$ cat src/rtl/mdio_pkg.sv
`timescale 1ns/1ps
// Shared constants for the management controller: register offsets,
// field bit positions and frame layout.
package mdio_pkg;
    typedef enum logic [2:0] {
        RA_MODE = 3'd0,
        RA_CMD  = 3'd1,
        RA_ADDR = 3'd2,
        RA_TXD  = 3'd3,
        RA_RXD  = 3'd4,
        RA_STAT = 3'd5
    } reg_sel_e;

    localparam int CMD_SCAN    = 0;
    localparam int CMD_READ    = 1;
    localparam int CMD_WRITE   = 2;
    localparam int MODE_NOPRE  = 8;
    localparam int ST_LINKFAIL = 0;
    localparam int ST_BUSY     = 1;
    localparam int ST_INVALID  = 2;
    localparam int LINK_BIT    = 2;

    localparam int PRE_BITS    = 32;
    localparam int FRAME_BITS  = 64;
    localparam int TA_POS      = 46;
    localparam int DATA_POS    = 48;
endpackage

$ cat src/rtl/mdio_clkgen.sv
`timescale 1ns/1ps
// MDC generator. While en is high it toggles mdc every div/2 system clocks
// (div rounded down to even, minimum 2). The tick outputs flag the cycle
// whose edge raises or lowers mdc. Assumes div is held stable while en is high.
module mdio_clkgen #(
    parameter int DIV_W = 8
) (
    input  logic             clk,
    input  logic             rst_n,
    input  logic             en,
    input  logic [DIV_W-1:0] div,
    output logic             mdc,
    output logic             rise_tick,
    output logic             fall_tick
);
    logic [DIV_W-1:0] half;
    logic [DIV_W-1:0] cnt;
    logic             tick;

    // half period in system clocks
    always_comb half = (div < DIV_W'(2)) ? DIV_W'(1) : {1'b0, div[DIV_W-1:1]};

    assign tick      = en && (cnt == half - DIV_W'(1));
    assign rise_tick = tick && !mdc;
    assign fall_tick = tick && mdc;

    // half-period counter and clock toggle
    always_ff @(posedge clk) begin
        if (!rst_n || !en) begin
            cnt <= '0;
            mdc <= 1'b0;
        end else if (tick) begin
            cnt <= '0;
            mdc <= !mdc;
        end else begin
            cnt <= cnt + DIV_W'(1);
        end
    end

    assert_mdc_idle_low_R2: assert property (@(posedge clk) disable iff (!rst_n)
        !en |=> !mdc);
endmodule

$ cat src/rtl/mdio_engine.sv
`timescale 1ns/1ps
// Frame engine. On start (while idle) it latches a 64-bit frame and shifts it
// out MSB first, one bit per MDC period. The data line changes on MDC falling
// edges. On reads it releases the line from the turnaround onward and samples
// on MDC rising edges. done pulses in the cycle of the final falling edge.
module mdio_engine
    import mdio_pkg::*;
#(
    parameter int DIV_W  = 8,
    parameter int DATA_W = 16,
    parameter int AD_W   = 5
) (
    input  logic              clk,
    input  logic              rst_n,
    input  logic              start,
    input  logic              op_write,
    input  logic              no_pre,
    input  logic [DIV_W-1:0]  div,
    input  logic [AD_W-1:0]   phy_ad,
    input  logic [AD_W-1:0]   reg_ad,
    input  logic [DATA_W-1:0] wdata,
    output logic              active,
    output logic              done,
    output logic [DATA_W-1:0] rdata,
    output logic              mdc,
    output logic              mdio_o,
    output logic              mdio_oe,
    input  logic              mdio_i
);
    localparam int IDX_W = $clog2(FRAME_BITS);
    localparam logic [IDX_W-1:0] LAST_IDX  = IDX_W'(FRAME_BITS - 1);
    localparam logic [IDX_W-1:0] TA_IDX    = IDX_W'(TA_POS);
    localparam logic [IDX_W-1:0] DATA_IDX  = IDX_W'(DATA_POS);
    localparam logic [IDX_W-1:0] START_IDX = IDX_W'(PRE_BITS);

    logic                  is_read;
    logic [IDX_W-1:0]      idx;
    logic [FRAME_BITS-1:0] frame;
    logic [DIV_W-1:0]      div_q;
    logic [DATA_W-1:0]     shift;
    logic                  rise_tick, fall_tick;

    mdio_clkgen #(.DIV_W(DIV_W)) u_clkgen (
        .clk       (clk),
        .rst_n     (rst_n),
        .en        (active),
        .div       (div_q),
        .mdc       (mdc),
        .rise_tick (rise_tick),
        .fall_tick (fall_tick)
    );

    assign done    = active && fall_tick && (idx == LAST_IDX);
    assign rdata   = shift;
    assign mdio_o  = frame[LAST_IDX - idx];
    assign mdio_oe = active && !(is_read && (idx >= TA_IDX));

    // frame sequencing: latch on start, sample on rise, advance on fall
    always_ff @(posedge clk) begin
        if (!rst_n) begin
            active  <= 1'b0;
            is_read <= 1'b0;
            idx     <= '0;
            frame   <= '0;
            div_q   <= '0;
            shift   <= '0;
        end else if (!active) begin
            if (start) begin
                active  <= 1'b1;
                is_read <= !op_write;
                idx     <= no_pre ? START_IDX : '0;
                div_q   <= div;
                frame   <= {{PRE_BITS{1'b1}}, 2'b01, (op_write ? 2'b01 : 2'b10),
                            phy_ad, reg_ad, 2'b10, (op_write ? wdata : {DATA_W{1'b0}})};
            end
        end else begin
            if (rise_tick && is_read && (idx >= DATA_IDX))
                shift <= {shift[DATA_W-2:0], mdio_i};
            if (fall_tick) begin
                if (idx == LAST_IDX) active <= 1'b0;
                else                 idx    <= idx + IDX_W'(1);
            end
        end
    end

    assert_read_release_R4: assert property (@(posedge clk) disable iff (!rst_n)
        (active && is_read && !mdio_oe) |=> !mdio_oe);
endmodule

$ cat src/rtl/mdio_mgmt_ctrl.sv
`timescale 1ns/1ps
// Management controller top: the register file, command decode with
// write > read > scan priority, the busy/invalid/link-fail status and the
// scan restart. Assumes transactions start only through command writes.
module mdio_mgmt_ctrl
    import mdio_pkg::*;
#(
    parameter int          DIV_W     = 8,
    parameter logic [7:0]  DIV_RESET = 8'd20
) (
    input  logic        clk,
    input  logic        rst_n,
    input  logic        reg_we,
    input  logic [2:0]  reg_addr,
    input  logic [31:0] reg_wdata,
    output logic [31:0] reg_rdata,
    output logic        mdc,
    output logic        mdio_o,
    output logic        mdio_oe,
    input  logic        mdio_i
);
    localparam int DATA_W = 16;
    localparam int AD_W   = 5;

    logic [DIV_W-1:0]  div_q;
    logic              nopre_q;
    logic [2:0]        cmd_q;
    logic [AD_W-1:0]   phy_q, rad_q;
    logic [DATA_W-1:0] txd_q, rxd_q;
    logic              linkfail_q, invalid_q;
    logic              start_req, op_wr_q, scan_on, scan_frame_q;
    logic              eng_active, eng_done;
    logic [DATA_W-1:0] eng_rdata;
    logic              busy, cmd_wr, sel_scan, scan_go;
    logic [2:0]        new_cmd;
    logic              unused_hi;

    assign unused_hi = ^reg_wdata[31:16];
    assign busy      = start_req | eng_active;
    assign cmd_wr    = reg_we && (reg_addr == RA_CMD);
    assign new_cmd   = reg_wdata[2:0];
    assign sel_scan  = !new_cmd[CMD_WRITE] && !new_cmd[CMD_READ] && new_cmd[CMD_SCAN];
    assign scan_go   = scan_on && !(cmd_wr && !new_cmd[CMD_SCAN]);

    // software-visible configuration registers
    always_ff @(posedge clk) begin
        if (!rst_n) begin
            div_q   <= DIV_W'(DIV_RESET);
            nopre_q <= 1'b0;
            cmd_q   <= '0;
            phy_q   <= '0;
            rad_q   <= '0;
            txd_q   <= '0;
        end else if (reg_we) begin
            case (reg_addr)
                RA_MODE: begin
                    div_q   <= reg_wdata[DIV_W-1:0];
                    nopre_q <= reg_wdata[MODE_NOPRE];
                end
                RA_CMD:  cmd_q <= new_cmd;
                RA_ADDR: begin
                    phy_q <= reg_wdata[AD_W-1:0];
                    rad_q <= reg_wdata[8+AD_W-1:8];
                end
                RA_TXD:  txd_q <= reg_wdata[DATA_W-1:0];
                default: ;
            endcase
        end
    end

    // command acceptance, scan restart and status capture
    always_ff @(posedge clk) begin
        if (!rst_n) begin
            start_req    <= 1'b0;
            op_wr_q      <= 1'b0;
            scan_on      <= 1'b0;
            scan_frame_q <= 1'b0;
            invalid_q    <= 1'b0;
            linkfail_q   <= 1'b0;
            rxd_q        <= '0;
        end else begin
            start_req <= 1'b0;
            if (cmd_wr && !busy && (new_cmd != 3'b000)) begin
                start_req    <= 1'b1;
                op_wr_q      <= new_cmd[CMD_WRITE];
                scan_on      <= sel_scan;
                scan_frame_q <= sel_scan;
                if (sel_scan) invalid_q <= 1'b1;
            end else if (cmd_wr && !new_cmd[CMD_SCAN]) begin
                scan_on <= 1'b0;
            end
            if (eng_done) begin
                if (!op_wr_q) rxd_q <= eng_rdata;
                if (scan_frame_q) begin
                    linkfail_q <= !eng_rdata[LINK_BIT];
                    invalid_q  <= 1'b0;
                end
                if (scan_go) start_req <= 1'b1;
            end
        end
    end

    // register read mux
    always_comb begin
        case (reg_addr)
            RA_MODE: reg_rdata = {23'b0, nopre_q, div_q};
            RA_CMD:  reg_rdata = {29'b0, cmd_q};
            RA_ADDR: reg_rdata = {19'b0, rad_q, 3'b0, phy_q};
            RA_TXD:  reg_rdata = {16'b0, txd_q};
            RA_RXD:  reg_rdata = {16'b0, rxd_q};
            RA_STAT: reg_rdata = {29'b0, invalid_q, busy, linkfail_q};
            default: reg_rdata = '0;
        endcase
    end

    mdio_engine #(.DIV_W(DIV_W), .DATA_W(DATA_W), .AD_W(AD_W)) u_engine (
        .clk      (clk),
        .rst_n    (rst_n),
        .start    (start_req),
        .op_write (op_wr_q),
        .no_pre   (nopre_q),
        .div      (div_q),
        .phy_ad   (phy_q),
        .reg_ad   (rad_q),
        .wdata    (txd_q),
        .active   (eng_active),
        .done     (eng_done),
        .rdata    (eng_rdata),
        .mdc      (mdc),
        .mdio_o   (mdio_o),
        .mdio_oe  (mdio_oe),
        .mdio_i   (mdio_i)
    );

    assert_busy_on_done_R5: assert property (@(posedge clk) disable iff (!rst_n)
        eng_done |-> busy);
    assert_busy_until_done_R5: assert property (@(posedge clk) disable iff (!rst_n)
        $fell(busy) |-> $past(eng_done));
    assert_no_start_while_active_R9: assert property (@(posedge clk) disable iff (!rst_n)
        eng_active |-> !start_req);
    assert_invalid_only_busy_R7: assert property (@(posedge clk) disable iff (!rst_n)
        invalid_q |-> busy);
endmodule

$ cat config.mk
export PLATFORM = sky130hd
export DESIGN_NAME = mdio_mgmt_ctrl
export DESIGN_NICKNAME = d
export VERILOG_FILES = /design/src/rtl/mdio_pkg.sv /design/src/rtl/mdio_clkgen.sv /design/src/rtl/mdio_engine.sv /design/src/rtl/mdio_mgmt_ctrl.sv
export SDC_FILE = /design/constraint.sdc
export NUM_CORES = 1
export LEC_CHECK = 0
export BUFFER_PORTS_ARGS = -buffer_cell sky130_fd_sc_hd__buf_2
export CAP_MARGIN = 25
export CORE_AREA = 2 2 110 112
export DETAILED_ROUTE_END_ITERATION = 12
export DIE_AREA = 0 0 112 114
export PLACE_DENSITY_LB_ADDON = 0.1
export SLEW_MARGIN = 40
export SYNTH_ARGS = -nofsm -noshare
export SYNTH_HDL_FRONTEND = slang
export SYNTH_SLANG_ARGS = --single-unit
$ cat constraint.sdc
create_clock -name clk -period 2.56 [get_ports clk]
set_input_delay 0.256 -clock clk [delete_from_list [all_inputs] [get_ports clk]]
set_output_delay 0.256 -clock clk [all_outputs]
set_load 0.1 [all_outputs]
; Yosys cells after proc, flatten, opt, wreduce, memory -nomap -nowiden
; Cells that the tools add are included.
; W data, S select, Z words.
[word_totals]
regBits = 131
inputBits = 39
output_inout_bits = 35
[classes]
addsub = 4
order_cmp = 4
eq_ne = 9
mux = 24
bitwise_logic = 3
reduce_logical = 42
[ops]
columns = op, count
row1 = $pmux W16 S6, 1
row2 = $mux W6, 5
row3 = $logic_and A1 B1 Y1, 16
row4 = $mux W16, 1
row5 = $reduce_and A2 Y1, 8
row6 = $mux W1, 14
row7 = $ge A6 B6 Y1 const B, 2
row8 = $logic_not A1 Y1, 11
row9 = $add A8 B1 Y8 const B, 1
row10 = $eq A8 B8 Y1, 1
row11 = $lt A8 B2 Y1 const B, 1
row12 = $sub A7 B1 Y8 const B, 1
row13 = $lt A6 B7 Y1 const B, 1
row14 = $mux W7, 1
row15 = $add A6 B1 Y6 const B, 1
row16 = $bmux W1 S6, 1
row17 = $eq A3 B2 Y1 const B, 2
row18 = $eq A3 B3 Y1 const B, 2
row19 = $eq A6 B6 Y1 const B, 1
row20 = $sub A6 B6 Y6 const A, 1
row21 = $ne A2 B2 Y1 const B, 2
row22 = $reduce_bool A2 Y1, 2
row23 = $eq A3 B1 Y1 const B, 1
row24 = $logic_not A3 Y1, 1
row25 = other kinds (7), 8

; Longest topological paths before layout
[depth]
word_depth = 9
depth_mapped = 12
depth_no_buf = 9

; Hierarchy
; From an unflattened synthesis, not the netlist that was laid out.
[hier_totals]
cells_unflattened = 698
hier_area_um2 = 5990.7
[modules_own_cells]
columns = mod, n_inst, cells_each, area_each_um2
row1 = mdio_mgmt_ctrl, 1, 352, 2805.2
row2 = mdio_engine, 1, 277, 2562.5
row3 = mdio_clkgen, 1, 69, 623.1

; Worst setup path before layout
; Ideal clock, no wire load.
[synth_timing]
path_kind = input-to-output
startpoint = in reg_addr[0]
endpoint = out reg_rdata[2]
arrival_time_ps = 3127
path_slack_ps = -823
path_stages = 4
n_path_buf = 2
cell_sequence = clkbuf_1 -> buf_1 -> a31oi_1 -> o21ai_0
[synth_via]
elab_chain_cells = 2
[synth_lines]
columns = item, line
row1 = "start, declared", mdio_mgmt_ctrl.sv:14  ; input logic [2:0] reg_addr,
row2 = $eq A3 B3 Y1 (tied with other cells), mdio_mgmt_ctrl.sv:105  ; case (reg_addr)
row3 = $pmux W16 S6 *, mdio_mgmt_ctrl.sv:105
row4 = "end, declared", mdio_mgmt_ctrl.sv:16  ; output logic [31:0] reg_rdata,
; Every way passes the cells marked *; elsewhere a longest branch is shown, timed or not.

; Final worst setup path
[layout_timing]
startpoint = reg u_engine.div_q[1]
endpoint = reg rxd_q[11]
[layout_via]
elab_chain_cells = 9
[layout_lines]
columns = item, line
row1 = "start, declared", mdio_engine.sv:39  ; logic [DIV_W-1:0] div_q;
row2 = "start signal, assigned", mdio_engine.sv:72  ; div_q <= div;
row3 = $lt A8 B2 Y1, mdio_clkgen.sv:21  ; always_comb half = (div < DIV_W'(2)) ? DIV_W'(1) : {1'b0, div[DIV_W-1:1]};
row4 = $mux W7 *, mdio_clkgen.sv:21
row5 = $sub A7 B1 Y8 *, mdio_clkgen.sv:23  ; assign tick = en && (cnt == half - DIV_W'(1));
row6 = $eq A8 B8 Y1 *, mdio_clkgen.sv:23
row7 = $logic_and A1 B1 Y1 *, mdio_clkgen.sv:23
row8 = $logic_and A1 B1 Y1 *, mdio_clkgen.sv:25  ; assign fall_tick = tick && mdc;
row9 = $logic_and A1 B1 Y1 * (2 in series), mdio_engine.sv:53  ; assign done = active && fall_tick && (idx == LAST_IDX);
row10 = $reduce_and A2 Y1 (no line) *, --
row11 = "end signal, assigned", mdio_mgmt_ctrl.sv:93  ; if (!op_wr_q) rxd_q <= eng_rdata;
row12 = "end, declared", mdio_mgmt_ctrl.sv:29  ; logic [DATA_W-1:0] txd_q, rxd_q;
; Marks and branches as above.
; A chain may end at the register's enable or synchronous reset.

==> results.sh <==
export IMPL_fin_crit_sh_pct=104
export IMPL_arrival_ns=2.99
export IMPL_critPathRequiredTime_ns=2.90
export IMPL_io_buffers=41
export IMPL_rsz0062_at_grt="true"
export IMPL_synth_seq_cells=128
export IMPL_drt_wirelength_per_cell_um=16.5
export IMPL_syn_inst=660
export IMPL_dp_cells=836
export IMPL_vias=4790
export IMPL_clock_path_buffers=2
export IMPL_die_area_sq_um=12800
export IMPL_ant_nets=0
export IMPL_power_density_nw_per_um2=679
export IMPL_n_fill_cell=1048
export IMPL_synth_area_sq_um=5720
export IMPL_clk_pin_slew_worst_paths_ns=0.06
export IMPL_cts_buffers=17
export IMPL_cap_violations=0
export IMPL_worstPathMaxFanout=8
export IMPL_place_congestion=0.805
export IMPL_tightest_slew_ns=0.736
export IMPL_die_h_um=114
export IMPL_seq_area_frac_synth_pct=44.8
export IMPL_routed_via_density=5.46
export IMPL_pin_count=74
export IMPL_drt_iter0_drc=313
export IMPL_postSynthAreaPerCell_sq_um=8.67
export IMPL_root_buffer="clkbuf_16"
export IMPL_stdcell_count=877
export IMPL_drive_above_1_share_pct=21.9
export IMPL_hp_class="input port to register"
export IMPL_nets=759
export IMPL_dp_hpwl_um=9910
export IMPL_grt_overflow=0
export IMPL_rows=40
export IMPL_ys_warn_count=0
export IMPL_fin_crit_ns=2.65
export IMPL_drc=0
export IMPL_synth_async_reset_ratio_pct=0
export IMPL_violations="setup timing"
export IMPL_crit_path_start_kind="register"
export IMPL_leakagePower_uw=0.00270
export IMPL_die_w_um=112
export IMPL_clk_latency_ns=0.41
export IMPL_grt_max_degree=47
export IMPL_totalPowerFinal_uw=4770
export IMPL_cts_tree="built"
export IMPL_status="complete, but fails checks"
export IMPL_grt_usage_pct=23.5
export IMPL_synth_edf_count=0
export IMPL_peakVddDrop_uv=504
export IMPL_critPathKind="register to register"
export IMPL_synth_top_cell_by_area="dfxtp_1"
export IMPL_cts_hold_buf=0
export IMPL_routed_wl_um=14400
export IMPL_htreeDepth=4
export IMPL_synth_cell_types=53
export IMPL_finish_utilization_pct=60.0
export IMPL_fin_hold_ws_ns=0.0805
export IMPL_end_kind="register"
export IMPL_finalHoldViolCount=0
export IMPL_antenna_found_initial=0
export IMPL_synthTopCellsByArea="dfxtp_1, nand2_1, mux2i_1, a21oi_1, mux4_2"
export IMPL_cts_sinks=128
export IMPL_max_freq_ghz=0.377
export IMPL_grt_pass1_wl_um=23800
export IMPL_yosysTopAreaCellShare_pct=44.8
export IMPL_slew_headroom_pct=50.6
export IMPL_yosys_most_used_dff="dfxtp_1"
export IMPL_drt_pass1_iterations=5
export IMPL_final_max_slew_viol_count=0
export IMPL_diodes=0
export IMPL_initial_core_util_pct=48.9
export IMPL_clock_skew_ns=0.00717
export IMPL_first_global_vias=4677
export IMPL_finalSetupViolCount=35
export IMPL_area_delta_synth_final_pct=22.8
export IMPL_layout_setup_ws_ns=-0.0910
export IMPL_fp_coreArea_sq_um=11700
[repair_timing]
item,4_1_cts,5_1_grt
resized for setup,15,6
pin swaps,8,5
cloned,1,1
setup buffers,6,1
endpoints found under the setup margin,41,51
[placed cells by master, fill, tap and decap left out, types with 6 or more instances in the layout]
cell,n
a22oi_1,10
a22o_1,19
mux2_2,6
mux2i_1,47
a21oi_1,60
o21ai_0,8
inv_1,6
buf_4,35
conb_1,16
clkbuf_16,18
nand3_1,13
mux4_2,8
nand2_1,162
xor2_1,6
nor2_1,34
buf_2,41
dfxtp_1,124
[metrics by stage]
step	area [sq um]	worst slack [ns]	TNS, ns
2_1_floorplan	5860	-0.197	-2.58
3_3_place_gp	6230	-0.0992	-0.553
3_5_place_dp	6230	-0.139	-2.65
4_1_cts	6950	-0.0634	-0.767
5_1_grt	7020	-0.156	-5.68
6_report	7020	-0.0910	-1.20
[worst paths after layout]
kind	start	end	slack [ns]	cells after the start
max	u_engine.div_q[1]$_SDFFE_PN0P_	rxd_q[11]$_SDFFE_PN0P_	-0.09	10
min	mdio_i	u_engine.rdata[0]$_SDFFE_PN0P_	0.08	3
max reg2reg	u_engine.div_q[1]$_SDFFE_PN0P_	rxd_q[11]$_SDFFE_PN0P_	-0.09	10
min reg2reg	u_engine.frame[18]$_SDFFE_PN0P_	u_engine.frame[18]$_SDFFE_PN0P_	0.45	2
[sequential cells by signal, indices dropped and copies added (netlist names), 3 cells and up]
| name | count |
|---|---|
| rxd_q | 16 |
| phy_q | 5 |
| cmd_q | 3 |
| txd_q | 16 |
| rad_q | 5 |
| u_engine.frame | 29 |
| u_engine.idx | 6 |
| div_q | 8 |
| u_engine.u_clkgen.cnt | 8 |
| u_engine.div_q | 7 |
| u_engine.rdata | 16 |
[per-layer routing]
metal	part of all wire [%]	track usage (%)
met1	47	30.7
met2	47	37.9
met3	4.7	6.22
met4	1.7	8.62
met5	0	0
[final cells by class]
cell class                 count  area (sq um)  area share, %
clock buffer                  23           488           6.95
clock inverter                 9           106           1.51
sequential                   128          2570           36.6
timing repair buffer          84           616           8.76
tap                          147           184           2.62
multi-input combinational    479          3040           43.2
inverter                       7          26.3          0.374
[power by group]
| group | switching (uW) | internal [uW] |
|---|---|---|
| Clock | 865 | 1530 |
| Sequential | 16.1 | 2010 |
| Combinational | 270 | 78.8 |
[worst max-delay path, stage by stage (launching register included)]
cell	delay (ns)
dfxtp_1	0.34
buf_4	0.16
or4_1	0.51
o21ai_0	0.27
xnor2_1	0.24
nand2_2	0.09
buf_4	0.17
nor4_4	0.23
buf_4	0.19
buf_12	0.15
mux2i_1	0.20
[synth_stat cells, types with 2 or more instances]
cell,n
xnor2_1,6
inv_1,6
buf_4,17
clkbuf_1,40
nor2b_1,3
mux4_2,8
and2_1,4
o22ai_1,4
buf_6,2
a22oi_1,10
a211oi_1,3
mux2i_1,48
o21ai_0,17
a31oi_1,2
dfxtp_1,128
or4_1,6
xor2_1,7
a21oi_1,64
nor3_1,4
nand3_1,13
o31ai_1,6
mux2_2,6
nand2b_1,5
nor2_1,35
and3_1,5
ha_1,3
nand2_1,163
a22o_1,19
nand3b_1,2
[kinds of logic after synthesis]
kind of cell	share of synthesized area (%)
xor gates and xnor gates	1.99
AOI/OAI and AO/OA	14.5
adders and majority gates	0.656
muxes	12.7
buffers and inverters	5.86
and+or+nand+nor	19.4
other	0.0655
DFF	44.8
No activity file was read; power rests on OpenSTA's default activity.
